<file path="src/rtl/ukgen_pkg.sv">
package ukgen_pkg;
  typedef enum logic [1:0] {
    PH_IDLE = 2'd0,
    PH_LOAD = 2'd1,
    PH_GAIN = 2'd2,
    PH_BUSY = 2'd3
  } phase_e;

  localparam int NUM_SRC  = 3;
  localparam int RISK_W   = 3;
  localparam int STAT_W   = 2;

  localparam logic [STAT_W-1:0] ST_NONE = 2'd0;
  localparam logic [STAT_W-1:0] ST_OK   = 2'd1;
  localparam logic [STAT_W-1:0] ST_BAD  = 2'd2;
  localparam logic [RISK_W-1:0] RISK_ERR = 3'd7;

  localparam logic [7:0] OFS_CLK   = 8'h04;
  localparam logic [7:0] OFS_RAW   = 8'h08;
  localparam logic [7:0] OFS_MSK   = 8'h0C;
  localparam logic [7:0] OFS_ENA   = 8'h10;
  localparam logic [7:0] OFS_CLR   = 8'h14;
  localparam logic [7:0] OFS_CONF  = 8'h20;
  localparam logic [7:0] OFS_CTRL  = 8'h24;
  localparam logic [7:0] OFS_STATE = 8'h28;
  localparam logic [7:0] OFS_RES   = 8'h34;
  localparam logic [7:0] OFS_VER   = 8'hFC;
endpackage

</file>
<file path="src/rtl/ukgen_seq.sv">
module ukgen_seq
  import ukgen_pkg::*;
(
  input  logic   clk,
  input  logic   rst,
  input  logic   launch_req,
  input  logic   resume_req,
  input  logic   mode_sel,
  input  logic   prep_done,
  input  logic   proc_done,
  input  logic   post_done,
  output phase_e phase,
  output logic   mode_q,
  output logic   ev_prep,
  output logic   ev_proc,
  output logic   ev_post,
  output logic   go_o,
  output logic   cont_o
);
  logic armed_q;
  logic running_q;
  logic paused;
  logic launch_ok;
  logic resume_ok;

  always_comb begin
    paused    = (phase == PH_LOAD) || (phase == PH_GAIN);
    launch_ok = launch_req && (phase == PH_IDLE) && !armed_q;
    resume_ok = resume_req && paused && !running_q;
    ev_prep   = (phase == PH_IDLE) && armed_q && prep_done;
    ev_proc   = paused && running_q && proc_done;
    ev_post   = (phase == PH_BUSY) && post_done;
  end

  always_ff @(posedge clk) begin
    if (rst) begin
      phase     <= PH_IDLE;
      armed_q   <= 1'b0;
      running_q <= 1'b0;
      mode_q    <= 1'b0;
      go_o      <= 1'b0;
      cont_o    <= 1'b0;
    end else begin
      go_o   <= launch_ok;
      cont_o <= resume_ok;
      if (launch_ok) begin
        armed_q <= 1'b1;
        mode_q  <= mode_sel;
      end
      if (resume_ok) running_q <= 1'b1;
      if (ev_prep) begin
        armed_q <= 1'b0;
        phase   <= mode_q ? PH_GAIN : PH_LOAD;
      end
      if (ev_proc) begin
        running_q <= 1'b0;
        phase     <= PH_BUSY;
      end
      if (ev_post) phase <= PH_IDLE;
    end
  end
endmodule

</file>
<file path="src/rtl/ukgen_irq.sv">
module ukgen_irq #(
  parameter int N = 3
) (
  input  logic         clk,
  input  logic         rst,
  input  logic [N-1:0] ev,
  input  logic         clr_we,
  input  logic         ena_we,
  input  logic [N-1:0] wbits,
  output logic [N-1:0] raw_q,
  output logic [N-1:0] ena_q,
  output logic [N-1:0] masked,
  output logic         irq_q
);
  for (genvar i = 0; i < N; i++) begin : g_src
    always_ff @(posedge clk) begin
      if (rst) begin
        raw_q[i] <= 1'b0;
        ena_q[i] <= 1'b0;
      end else begin
        if (ev[i])                       raw_q[i] <= 1'b1;
        else if (clr_we && wbits[i])     raw_q[i] <= 1'b0;
        if (ena_we)                      ena_q[i] <= wbits[i];
      end
    end
  end

  assign masked = raw_q & ena_q;

  always_ff @(posedge clk) begin
    if (rst) irq_q <= 1'b0;
    else     irq_q <= |masked;
  end
endmodule

</file>
<file path="src/rtl/ukgen_result.sv">
module ukgen_result
  import ukgen_pkg::*;
(
  input  logic              clk,
  input  logic              rst,
  input  logic              capture,
  input  logic [RISK_W-1:0] risk_in,
  output logic [STAT_W-1:0] status_q,
  output logic [RISK_W-1:0] risk_q
);
  always_ff @(posedge clk) begin
    if (rst) begin
      status_q <= ST_NONE;
      risk_q   <= '0;
    end else if (capture) begin
      risk_q   <= risk_in;
      status_q <= (risk_in == RISK_ERR) ? ST_BAD : ST_OK;
    end
  end
endmodule

</file>
<file path="src/rtl/ukgen_ctrl.sv">
module ukgen_ctrl
  import ukgen_pkg::*;
#(
  parameter int          ADDR_W  = 8,
  parameter int          DATA_W  = 32,
  parameter logic [27:0] VERSION = 28'd36720704
) (
  input  logic              clk,
  input  logic              rst,
  input  logic              bus_sel,
  input  logic              bus_wr,
  input  logic [ADDR_W-1:0] bus_addr,
  input  logic [DATA_W-1:0] bus_wdata,
  output logic [DATA_W-1:0] bus_rdata,
  input  logic              dp_prep_done,
  input  logic              dp_proc_done,
  input  logic              dp_post_done,
  input  logic [RISK_W-1:0] dp_risk,
  output logic              dp_start,
  output logic              dp_resume,
  output logic              dp_mode,
  output logic [1:0]        eng_phase,
  output logic              clk_force_reg,
  output logic              clk_force_mem,
  output logic              irq
);
  localparam int RES_W = STAT_W + RISK_W;

  logic               wr_en;
  logic [7:0]         ofs;
  logic               conf_mode_q;
  logic               launch_req;
  logic               resume_req;
  phase_e             phase;
  logic               ev_prep, ev_proc, ev_post;
  logic [NUM_SRC-1:0] irq_raw, irq_ena, irq_msk;
  logic [STAT_W-1:0]  res_status;
  logic [RISK_W-1:0]  res_risk;

  assign ofs        = 8'(bus_addr);
  assign wr_en      = bus_sel && bus_wr;
  assign launch_req = wr_en && (ofs == OFS_CTRL) && bus_wdata[1];
  assign resume_req = wr_en && (ofs == OFS_CTRL) && bus_wdata[0];

  always_ff @(posedge clk) begin
    if (rst) begin
      clk_force_reg <= 1'b1;
      clk_force_mem <= 1'b0;
      conf_mode_q   <= 1'b0;
    end else if (wr_en) begin
      if (ofs == OFS_CLK) begin
        clk_force_reg <= bus_wdata[0];
        clk_force_mem <= bus_wdata[1];
      end
      if (ofs == OFS_CONF) conf_mode_q <= bus_wdata[0];
    end
  end

  ukgen_seq u_seq (
    .clk       (clk),
    .rst       (rst),
    .launch_req(launch_req),
    .resume_req(resume_req),
    .mode_sel  (conf_mode_q),
    .prep_done (dp_prep_done),
    .proc_done (dp_proc_done),
    .post_done (dp_post_done),
    .phase     (phase),
    .mode_q    (dp_mode),
    .ev_prep   (ev_prep),
    .ev_proc   (ev_proc),
    .ev_post   (ev_post),
    .go_o      (dp_start),
    .cont_o    (dp_resume)
  );

  ukgen_irq #(.N(NUM_SRC)) u_irq (
    .clk   (clk),
    .rst   (rst),
    .ev    ({ev_post, ev_proc, ev_prep}),
    .clr_we(wr_en && (ofs == OFS_CLR)),
    .ena_we(wr_en && (ofs == OFS_ENA)),
    .wbits (bus_wdata[NUM_SRC-1:0]),
    .raw_q (irq_raw),
    .ena_q (irq_ena),
    .masked(irq_msk),
    .irq_q (irq)
  );

  ukgen_result u_res (
    .clk     (clk),
    .rst     (rst),
    .capture (ev_post),
    .risk_in (dp_risk),
    .status_q(res_status),
    .risk_q  (res_risk)
  );

  assign eng_phase = phase;

  always_ff @(posedge clk) begin
    if (rst) begin
      bus_rdata <= '0;
    end else if (bus_sel && !bus_wr) begin
      unique case (ofs)
        OFS_CLK:   bus_rdata <= DATA_W'({clk_force_mem, clk_force_reg});
        OFS_RAW:   bus_rdata <= DATA_W'(irq_raw);
        OFS_MSK:   bus_rdata <= DATA_W'(irq_msk);
        OFS_ENA:   bus_rdata <= DATA_W'(irq_ena);
        OFS_CONF:  bus_rdata <= DATA_W'(conf_mode_q);
        OFS_STATE: bus_rdata <= DATA_W'(phase);
        OFS_RES:   bus_rdata <= DATA_W'({res_risk, res_status});
        OFS_VER:   bus_rdata <= DATA_W'(VERSION);
        default:   bus_rdata <= '0;
      endcase
    end
  end

  logic [RES_W-1:0] unused_res;
  assign unused_res = {res_risk, res_status};
endmodule

</file>
<file path="config.mk">
export PLATFORM = sky130hd
export DESIGN_NAME = ukgen_ctrl
export DESIGN_NICKNAME = d
export VERILOG_FILES = /design/src/rtl/ukgen_pkg.sv /design/src/rtl/ukgen_seq.sv /design/src/rtl/ukgen_irq.sv /design/src/rtl/ukgen_result.sv /design/src/rtl/ukgen_ctrl.sv
export SDC_FILE = /design/constraint.sdc
export NUM_CORES = 1
export LEC_CHECK = 0
export CAP_MARGIN = 20
export CELL_PAD_IN_SITES_DETAIL_PLACEMENT = 0
export CELL_PAD_IN_SITES_GLOBAL_PLACEMENT = 1
export CORE_MARGIN = 2
export CORE_UTILIZATION = 28
export CTS_BUF_LIST = sky130_fd_sc_hd__clkbuf_8
export DETAILED_ROUTE_END_ITERATION = 10
export PLACE_DENSITY = 0.84
export SLEW_MARGIN = 40
export SYNTH_ARGS = -nofsm -noshare
export SYNTH_HDL_FRONTEND = slang
export SYNTH_HIERARCHICAL = 1
export SYNTH_SLANG_ARGS = --single-unit
</file>
<file path="constraint.sdc">
create_clock -name clk -period 2.2 [get_ports clk]
set_input_delay 0.44 -clock clk [delete_from_list [all_inputs] [get_ports clk]]
set_output_delay 0.44 -clock clk [all_outputs]
set_load 0.1 [all_outputs]
</file>
# Word level (Yosys, flattened, before mapping)

Index checks and enable logic that the tools add are counted.
W data, S select, Z words.

Bitwise operators: 1
Divide/modulo/power cells: 0
$lt $le $gt $ge: 0
Shift operators: 0
Equal/unequal tests: 14
Reductions and logical operators: 34
Multiplexer cells: 11
$add $sub $neg: 0
$mul: 0

Operator list:

| kind                 | count |
|---|---|
| $pmux W26 S8         | 1 |
| $eq A8 B6 Y1 const B | 4 |
| $logic_and A1 B1 Y1  | 19 |
| $eq A8 B4 Y1 const B | 2 |
| $eq A8 B5 Y1 const B | 2 |
| $eq A8 B3 Y1 const B | 1 |
| $eq A8 B8 Y1 const B | 1 |
| $mux W2              | 4 |
| $reduce_bool A2 Y1   | 4 |
| $mux W1              | 6 |
| $reduce_or A2 Y1     | 3 |
| $eq A2 B2 Y1 const B | 2 |
| $reduce_and A2 Y1    | 2 |
| $and A3 B3 Y3        | 1 |
| $eq A3 B3 Y1 const B | 1 |
| $logic_not A1 Y1     | 3 |
| $reduce_or A3 Y1     | 1 |
| $eq A2 B1 Y1 const B | 1 |
| $logic_not A2 Y1     | 1 |
| $logic_or A1 B1 Y1   | 1 |

Memory bits (read-only): 0
Output and inout bits: 40
Memories kept: 0
Flip-flop bits (word level): 54
Latch bits: 0
Input bits: 50
RAM bits: 0

# Depth between registers and ports, before layout

Gate-level depths: netlist (run 1).

Word-level depth: 5
Depth in mapped cells: 7
Depth with buffers taken out: 6

# Hierarchy

Netlist (run 1), hierarchy kept.

By module, submodules not included:

| module       | sequential area each (um2) | cells each | area each (um2) | times used |
|---|---|---|---|---|
| ukgen_ctrl   | 180.2                      | 115        | 885.8           | 1 |
| ukgen_seq    | 140.1                      | 35         | 312.8           | 1 |
| ukgen_irq    | 140.1                      | 24         | 260.2           | 1 |
| ukgen_result | 100.1                      | 17         | 187.7           | 1 |

# Worst setup path after synthesis (run 1)

No wires, ideal clock.

Kind: input -> register
Start point: input bus_addr[3]
End point: register u_seq.mode_q
Path buffers: 1
Path slack: 0.290 ns
Library setup time: 0.118 ns
Data required time: 2.082 ns
Cell stages on the path: 7
Data arrival time: 1.792 ns
Path through: buf_2 > or4b_4 > nor2_1 > and3_1 > nand3b_1 > mux2i_1 > nor2_1

Word-level cells in the longest chain between the ends: 5

RTL lines:

| item                             | RTL line         | RTL |
|---|---|---|
| from (decl)                      | ukgen_ctrl.sv:12 | `input logic [ADDR_W-1:0] bus_addr,` |
| $eq A8 B6 Y1                     | ukgen_ctrl.sv:42 | `assign launch_req = wr_en && (ofs == OFS_CTRL) && bus_wdata[1];` |
| $logic_and A1 B1 Y1 (2 in a row) | ukgen_ctrl.sv:42 |  |
| named net launch_req             | ukgen_ctrl.sv:32 | `logic launch_req;` |
| $logic_and A1 B1 Y1 (2 in a row) | ukgen_seq.sv:28  | `launch_ok = launch_req && (phase == PH_IDLE) && !armed_q;` |
| to (signal assigned)             | ukgen_seq.sv:48  | `mode_q <= mode_sel;` |
| to (decl)                        | ukgen_seq.sv:13  | `output logic mode_q,` |

The timed path passes the listed nets, and every way through them passes these cells.
A chain may end at the register's enable or synchronous reset.

# Final worst setup path (run 1)

Start point: input bus_addr[1]
End point: register u_seq.running_q

Word-level cells in the longest chain between the ends: 5

RTL lines:

| item                             | RTL line         | RTL |
|---|---|---|
| $eq A8 B6 Y1                     | ukgen_ctrl.sv:43 | `assign resume_req = wr_en && (ofs == OFS_CTRL) && bus_wdata[0];` |
| $logic_and A1 B1 Y1 (2 in a row) | ukgen_ctrl.sv:43 |  |
| named net resume_req             | ukgen_ctrl.sv:33 | `logic resume_req;` |
| $logic_and A1 B1 Y1 (2 in a row) | ukgen_seq.sv:29  | `resume_ok = resume_req && paused && !running_q;` |
| to (signal assigned)             | ukgen_seq.sv:39  | `running_q <= 1'b0;` |
| to (signal assigned)             | ukgen_seq.sv:50  | `if (resume_ok) running_q <= 1'b1;` |
| to (signal assigned)             | ukgen_seq.sv:56  | `running_q <= 1'b0;` |
| to (decl)                        | ukgen_seq.sv:21  | `logic running_q;` |

The timed path passes the listed nets, and every way through them passes these cells.

==> flow_summary.html, run 1 <==
<table>
<tr><th>Metric</th><th>Value</th></tr>
<tr><th colspan="2">STA</th></tr>
<tr><td>RSZ-0062 raised after global routing</td><td>no</td></tr>
<tr><td>Endpoints failing setup</td><td>0</td></tr>
<tr><td>TNS Setup</td><td>0 ns</td></tr>
<tr><td>Final-report hold violation count</td><td>0</td></tr>
<tr><td>Final Slew Violations</td><td>0</td></tr>
<tr><td>Clock period minus final worst setup slack</td><td>2.105 ns</td></tr>
<tr><td>Worst path setup slack after routing</td><td>0.09524 ns</td></tr>
<tr><td>Maximum clock frequency</td><td>475.1 MHz</td></tr>
<tr><td>Final clock period utilization by the worst path</td><td>95.67%</td></tr>
<tr><td>Setup clock skew after layout</td><td>0.002655 ns</td></tr>
<tr><th colspan="2">Power and ir drop</th></tr>
<tr><td>Leakage Power</td><td>0.9049 nW</td></tr>
<tr><td>Worst VDD drop</td><td>0.0002125 V</td></tr>
<tr><td>Areal power density over the cells</td><td>489.2 nW/um^2</td></tr>
<tr><th colspan="2">Place</th></tr>
<tr><td>HPWL reported at the end of detailed placement</td><td>3.037 mm</td></tr>
<tr><td>Input/output buffers</td><td>39</td></tr>
<tr><td>Minimum setup slack after placement</td><td>-0.1722 ns</td></tr>
<tr><td>GP Congestion</td><td>0.8627</td></tr>
<tr><th colspan="2">Die</th></tr>
<tr><td>Horiz. Die Dim</td><td>80.69 um</td></tr>
<tr><td>Die height</td><td>80.69 um</td></tr>
<tr><td>Standard-cell row count</td><td>27</td></tr>
<tr><td>I/O pin cnt</td><td>90</td></tr>
<tr><td>Core area</td><td>5608 um^2</td></tr>
<tr><td>Full die area</td><td>6510 um^2</td></tr>
<tr><td>Initial cell density of the core</td><td>29.36%</td></tr>
<tr><th colspan="2">Clocking</th></tr>
<tr><td>TritonCTS clock tree</td><td>done</td></tr>
<tr><td>Number of setup buffers added after CTS</td><td>0</td></tr>
<tr><td>Hold Buf Count CTS</td><td>0</td></tr>
<tr><td>PostCTS Resize Cnt</td><td>0</td></tr>
<tr><td>Number of clock sinks</td><td>28</td></tr>
<tr><td>Level count of the clock H-tree</td><td>1</td></tr>
<tr><td>Number of buffers inserted during clock tree synthesis</td><td>3</td></tr>
<tr><td>Skew-Pair Late Insertion Delay</td><td>0.26 ns</td></tr>
<tr><td>Clk pin slew, worst setup/hold paths</td><td>0.09 ns</td></tr>
<tr><td>Root cell of the clock tree</td><td>sky130_fd_sc_hd__clkbuf_8</td></tr>
<tr><td>Clock buffer depth</td><td>2</td></tr>
<tr><th colspan="2">Run status</th></tr>
<tr><td>Outcome</td><td>finished, final reports clean</td></tr>
<tr><th colspan="2">Synth</th></tr>
<tr><td>Proportion of synthesized flip-flops having asynchronous set or reset</td><td>0%</td></tr>
<tr><td>Dominant register cell in the synthesized netlist</td><td>sky130_fd_sc_hd__dfxtp_1</td></tr>
<tr><td>Cell variety after synth</td><td>49</td></tr>
<tr><td>Average size of a mapped cell</td><td>8.621 um^2</td></tr>
<tr><td>Cell area after technology mapping</td><td>1647 um^2</td></tr>
<tr><td>Number of synthesized flops with an enable pin</td><td>0</td></tr>
<tr><td>#FFs+latches synth</td><td>28</td></tr>
<tr><td>Number of warning messages in the yosys log</td><td>6</td></tr>
<tr><td>Fraction of the yosys area taken by sequential cells</td><td>34.04%</td></tr>
<tr><td>Number of standard cells after synthesis</td><td>191</td></tr>
<tr><th colspan="2">Global route</th></tr>
<tr><td>Number of global-route vias before repair</td><td>1268</td></tr>
<tr><td>Antenna violations before repair</td><td>0</td></tr>
<tr><td>First-pass GRT wire length</td><td>5.954 mm</td></tr>
<tr><td>Largest net degree at the start of global routing</td><td>18</td></tr>
<tr><td>Overall track demand over capacity in global routing</td><td>11.60%</td></tr>
<tr><td>Gr ovfl total</td><td>0</td></tr>
<tr><th colspan="2">Run</th></tr>
<tr><td>Max-capacitance violation count</td><td>0</td></tr>
<tr><th colspan="2">Critical path</th></tr>
<tr><td>Critical Path, Cell by Cell</td><td>clkdlybuf4s50_1 -&gt; or4b_4 -&gt; nor2_1 -&gt; and3_1 -&gt; nand2_1 -&gt; or2_1 -&gt; a21oi_1</td></tr>
<tr><td>Critical path start-end classification</td><td>input pin to register</td></tr>
<tr><td>Worst path slowest cell</td><td>sky130_fd_sc_hd__or4b_4</td></tr>
<tr><td>Setup crit end kind</td><td>register</td></tr>
<tr><td>Startpoint type of the worst setup path</td><td>input pin</td></tr>
<tr><td>Top fanout value on the critical path</td><td>4</td></tr>
<tr><td>Crit path DAT</td><td>2.30 ns</td></tr>
<tr><td>CP delay by family, top</td><td>simple AND/OR/NAND/NOR gates</td></tr>
<tr><td>Delay of the slowest cell on the worst path</td><td>0.58 ns</td></tr>
<tr><td>Number of buffer and inverter instances along the worst setup path</td><td>1</td></tr>
<tr><td>Required time worst endpoint</td><td>2.40 ns</td></tr>
<tr><th colspan="2">Finish</th></tr>
<tr><td>Leading cell types in the layout, fill and taps excluded</td><td>sky130_fd_sc_hd__buf_4, sky130_fd_sc_hd__dfxtp_1, sky130_fd_sc_hd__conb_1</td></tr>
<tr><td>Most common cell after layout, fill and taps aside</td><td>sky130_fd_sc_hd__buf_4</td></tr>
<tr><td>Fill cell instance count of the final layout</td><td>597</td></tr>
<tr><td>Share of final-layout standard cells stronger than drive strength 1</td><td>23.05%</td></tr>
<tr><td>Diodes inserted</td><td>0</td></tr>
<tr><td>Fin nets</td><td>297</td></tr>
<tr><td>Most flop-heavy register</td><td>bus_rdata</td></tr>
<tr><td>Max reg flops</td><td>6</td></tr>
<tr><td>Synth-to-Final Area Change</td><td>29.41%</td></tr>
<tr><th colspan="2">Routing</th></tr>
<tr><td>Post-DR wirelength/cell</td><td>11.86 um</td></tr>
<tr><td>Number of DRC markers in iteration 0</td><td>59</td></tr>
<tr><td>Vias per cell</td><td>4.502</td></tr>
<tr><td>Count of TritonRoute iterations in the first routing pass</td><td>4</td></tr>
<tr><td>Post-route ant nets</td><td>0</td></tr>
<tr><td>Drt drc</td><td>0</td></tr>
<tr><td>Final wirelength</td><td>3.735 mm</td></tr>
<tr><td>Via count</td><td>1418</td></tr>
<tr><th colspan="2">Worst hold path</th></tr>
<tr><td>Class of the tightest hold or removal check</td><td>register to register</td></tr>
</table>
==> through the flow <==
stage               power, mW  area (um^2)  util, %  cells  hold slack, ns
floorplan              0.7387         1722        -    211          0.4338
global placement       0.7858         2090    37.26    312          0.4481
detailed placement     0.7860         2090    37.26    312          0.4553
CTS                     1.057         2131    38.00    315          0.4682
global route            1.086         2131    38.00    315          0.4859
finish                  1.042         2131    38.00    315          0.4606
==> path summary, 6_finish.rpt <==
check	to	from	slack, ns	cells after the start
setup / recovery	u_seq/running_q	bus_addr[1]	0.1	7
hold / removal	bus_rdata[4]	bus_rdata[4]	0.46	2
setup reg to reg	bus_rdata[2]	u_irq/raw_q[2]	0.63	6
hold reg to reg	bus_rdata[4]	bus_rdata[4]	0.46	2
==> cells by family after synthesis <==
| kind of cell | Yosys count | share of synthesized area (%) |
|---|---|---|
| AO/OA/AOI/OAI | 33 | 13.98 |
| buffers and inverters | 37 | 14.89 |
| AND/OR/NAND/NOR | 77 | 27.28 |
| multiplexers | 12 | 7.523 |
| other | 1 | 0.2277 |
| XOR/XNOR | 1 | 0.5320 |
| flip-flops | 28 | 34.04 |
| adder cells (fa/ha/maj) | 2 | 1.520 |
==> final cells by class <==
type                            count  area (um^2)  share of cell area (%)
Multi-Input combinational cell    146        915.9                   42.98
Tap cell                           72        90.09                   4.228
Inverter                            6        22.52                   1.057
Timing Repair Buffer               60        500.5                   23.49
Clock buffer                        3        41.29                   1.938
Sequential cell                    28        560.5                   26.31
==> worst register-to-register path: cells and delay by family, from the launching register on <==
family	cells	cell delay [ns]
AND/OR/NAND/NOR	3	0.44
AO/OA/AOI/OAI	2	0.43
multiplexers	1	0.27
flip-flops	1	0.33
==> where the power goes <==
group	internal (mW)	switching (mW)	leakage, nW
registers	0.506	0.000119	0.225
clock network	0.123	0.145	0.0216
logic	0.0619	0.206	0.658
total	0.691	0.352	0.905
==> synth_stat cells (3+ instances only) <==
cell type,number,area share [%]
sky130_fd_sc_hd__o21a_1,4,1.8
sky130_fd_sc_hd__buf_4,26,12
sky130_fd_sc_hd__mux2i_1,9,5.5
sky130_fd_sc_hd__nor3_1,3,0.91
sky130_fd_sc_hd__nor2_1,14,3.2
sky130_fd_sc_hd__nand3_1,8,2.4
sky130_fd_sc_hd__mux2_2,3,2.1
sky130_fd_sc_hd__nand4_1,3,1.1
sky130_fd_sc_hd__a22oi_1,3,1.4
sky130_fd_sc_hd__nand2_1,16,3.6
sky130_fd_sc_hd__nand3b_1,5,2.3
sky130_fd_sc_hd__nand2b_1,4,1.5
sky130_fd_sc_hd__and3_1,5,1.9
sky130_fd_sc_hd__and2_1,4,1.5
sky130_fd_sc_hd__a21boi_0,3,1.4
sky130_fd_sc_hd__inv_1,6,1.4
sky130_fd_sc_hd__dfxtp_1,28,34
sky130_fd_sc_hd__a21oi_1,10,3.0
==> routing by layer <==
metal,part of all wire [%],global-route usage [%],vias to the layer above
li1,-,-,731
met1,47,15.24,645
met2,47,19.92,40
met3,4.5,0.7865,2
met4,0.91,4.068,0
met5,0,0,-
No activity file was read; power rests on OpenSTA's default activity.
==> run 2, diff against run 1 <==
ABC_CLOCK_PERIOD_IN_PS = 2200   (was default)
==> results of run 2 <==
No change in the layout: final DEF, timing and power equal those of run 1.
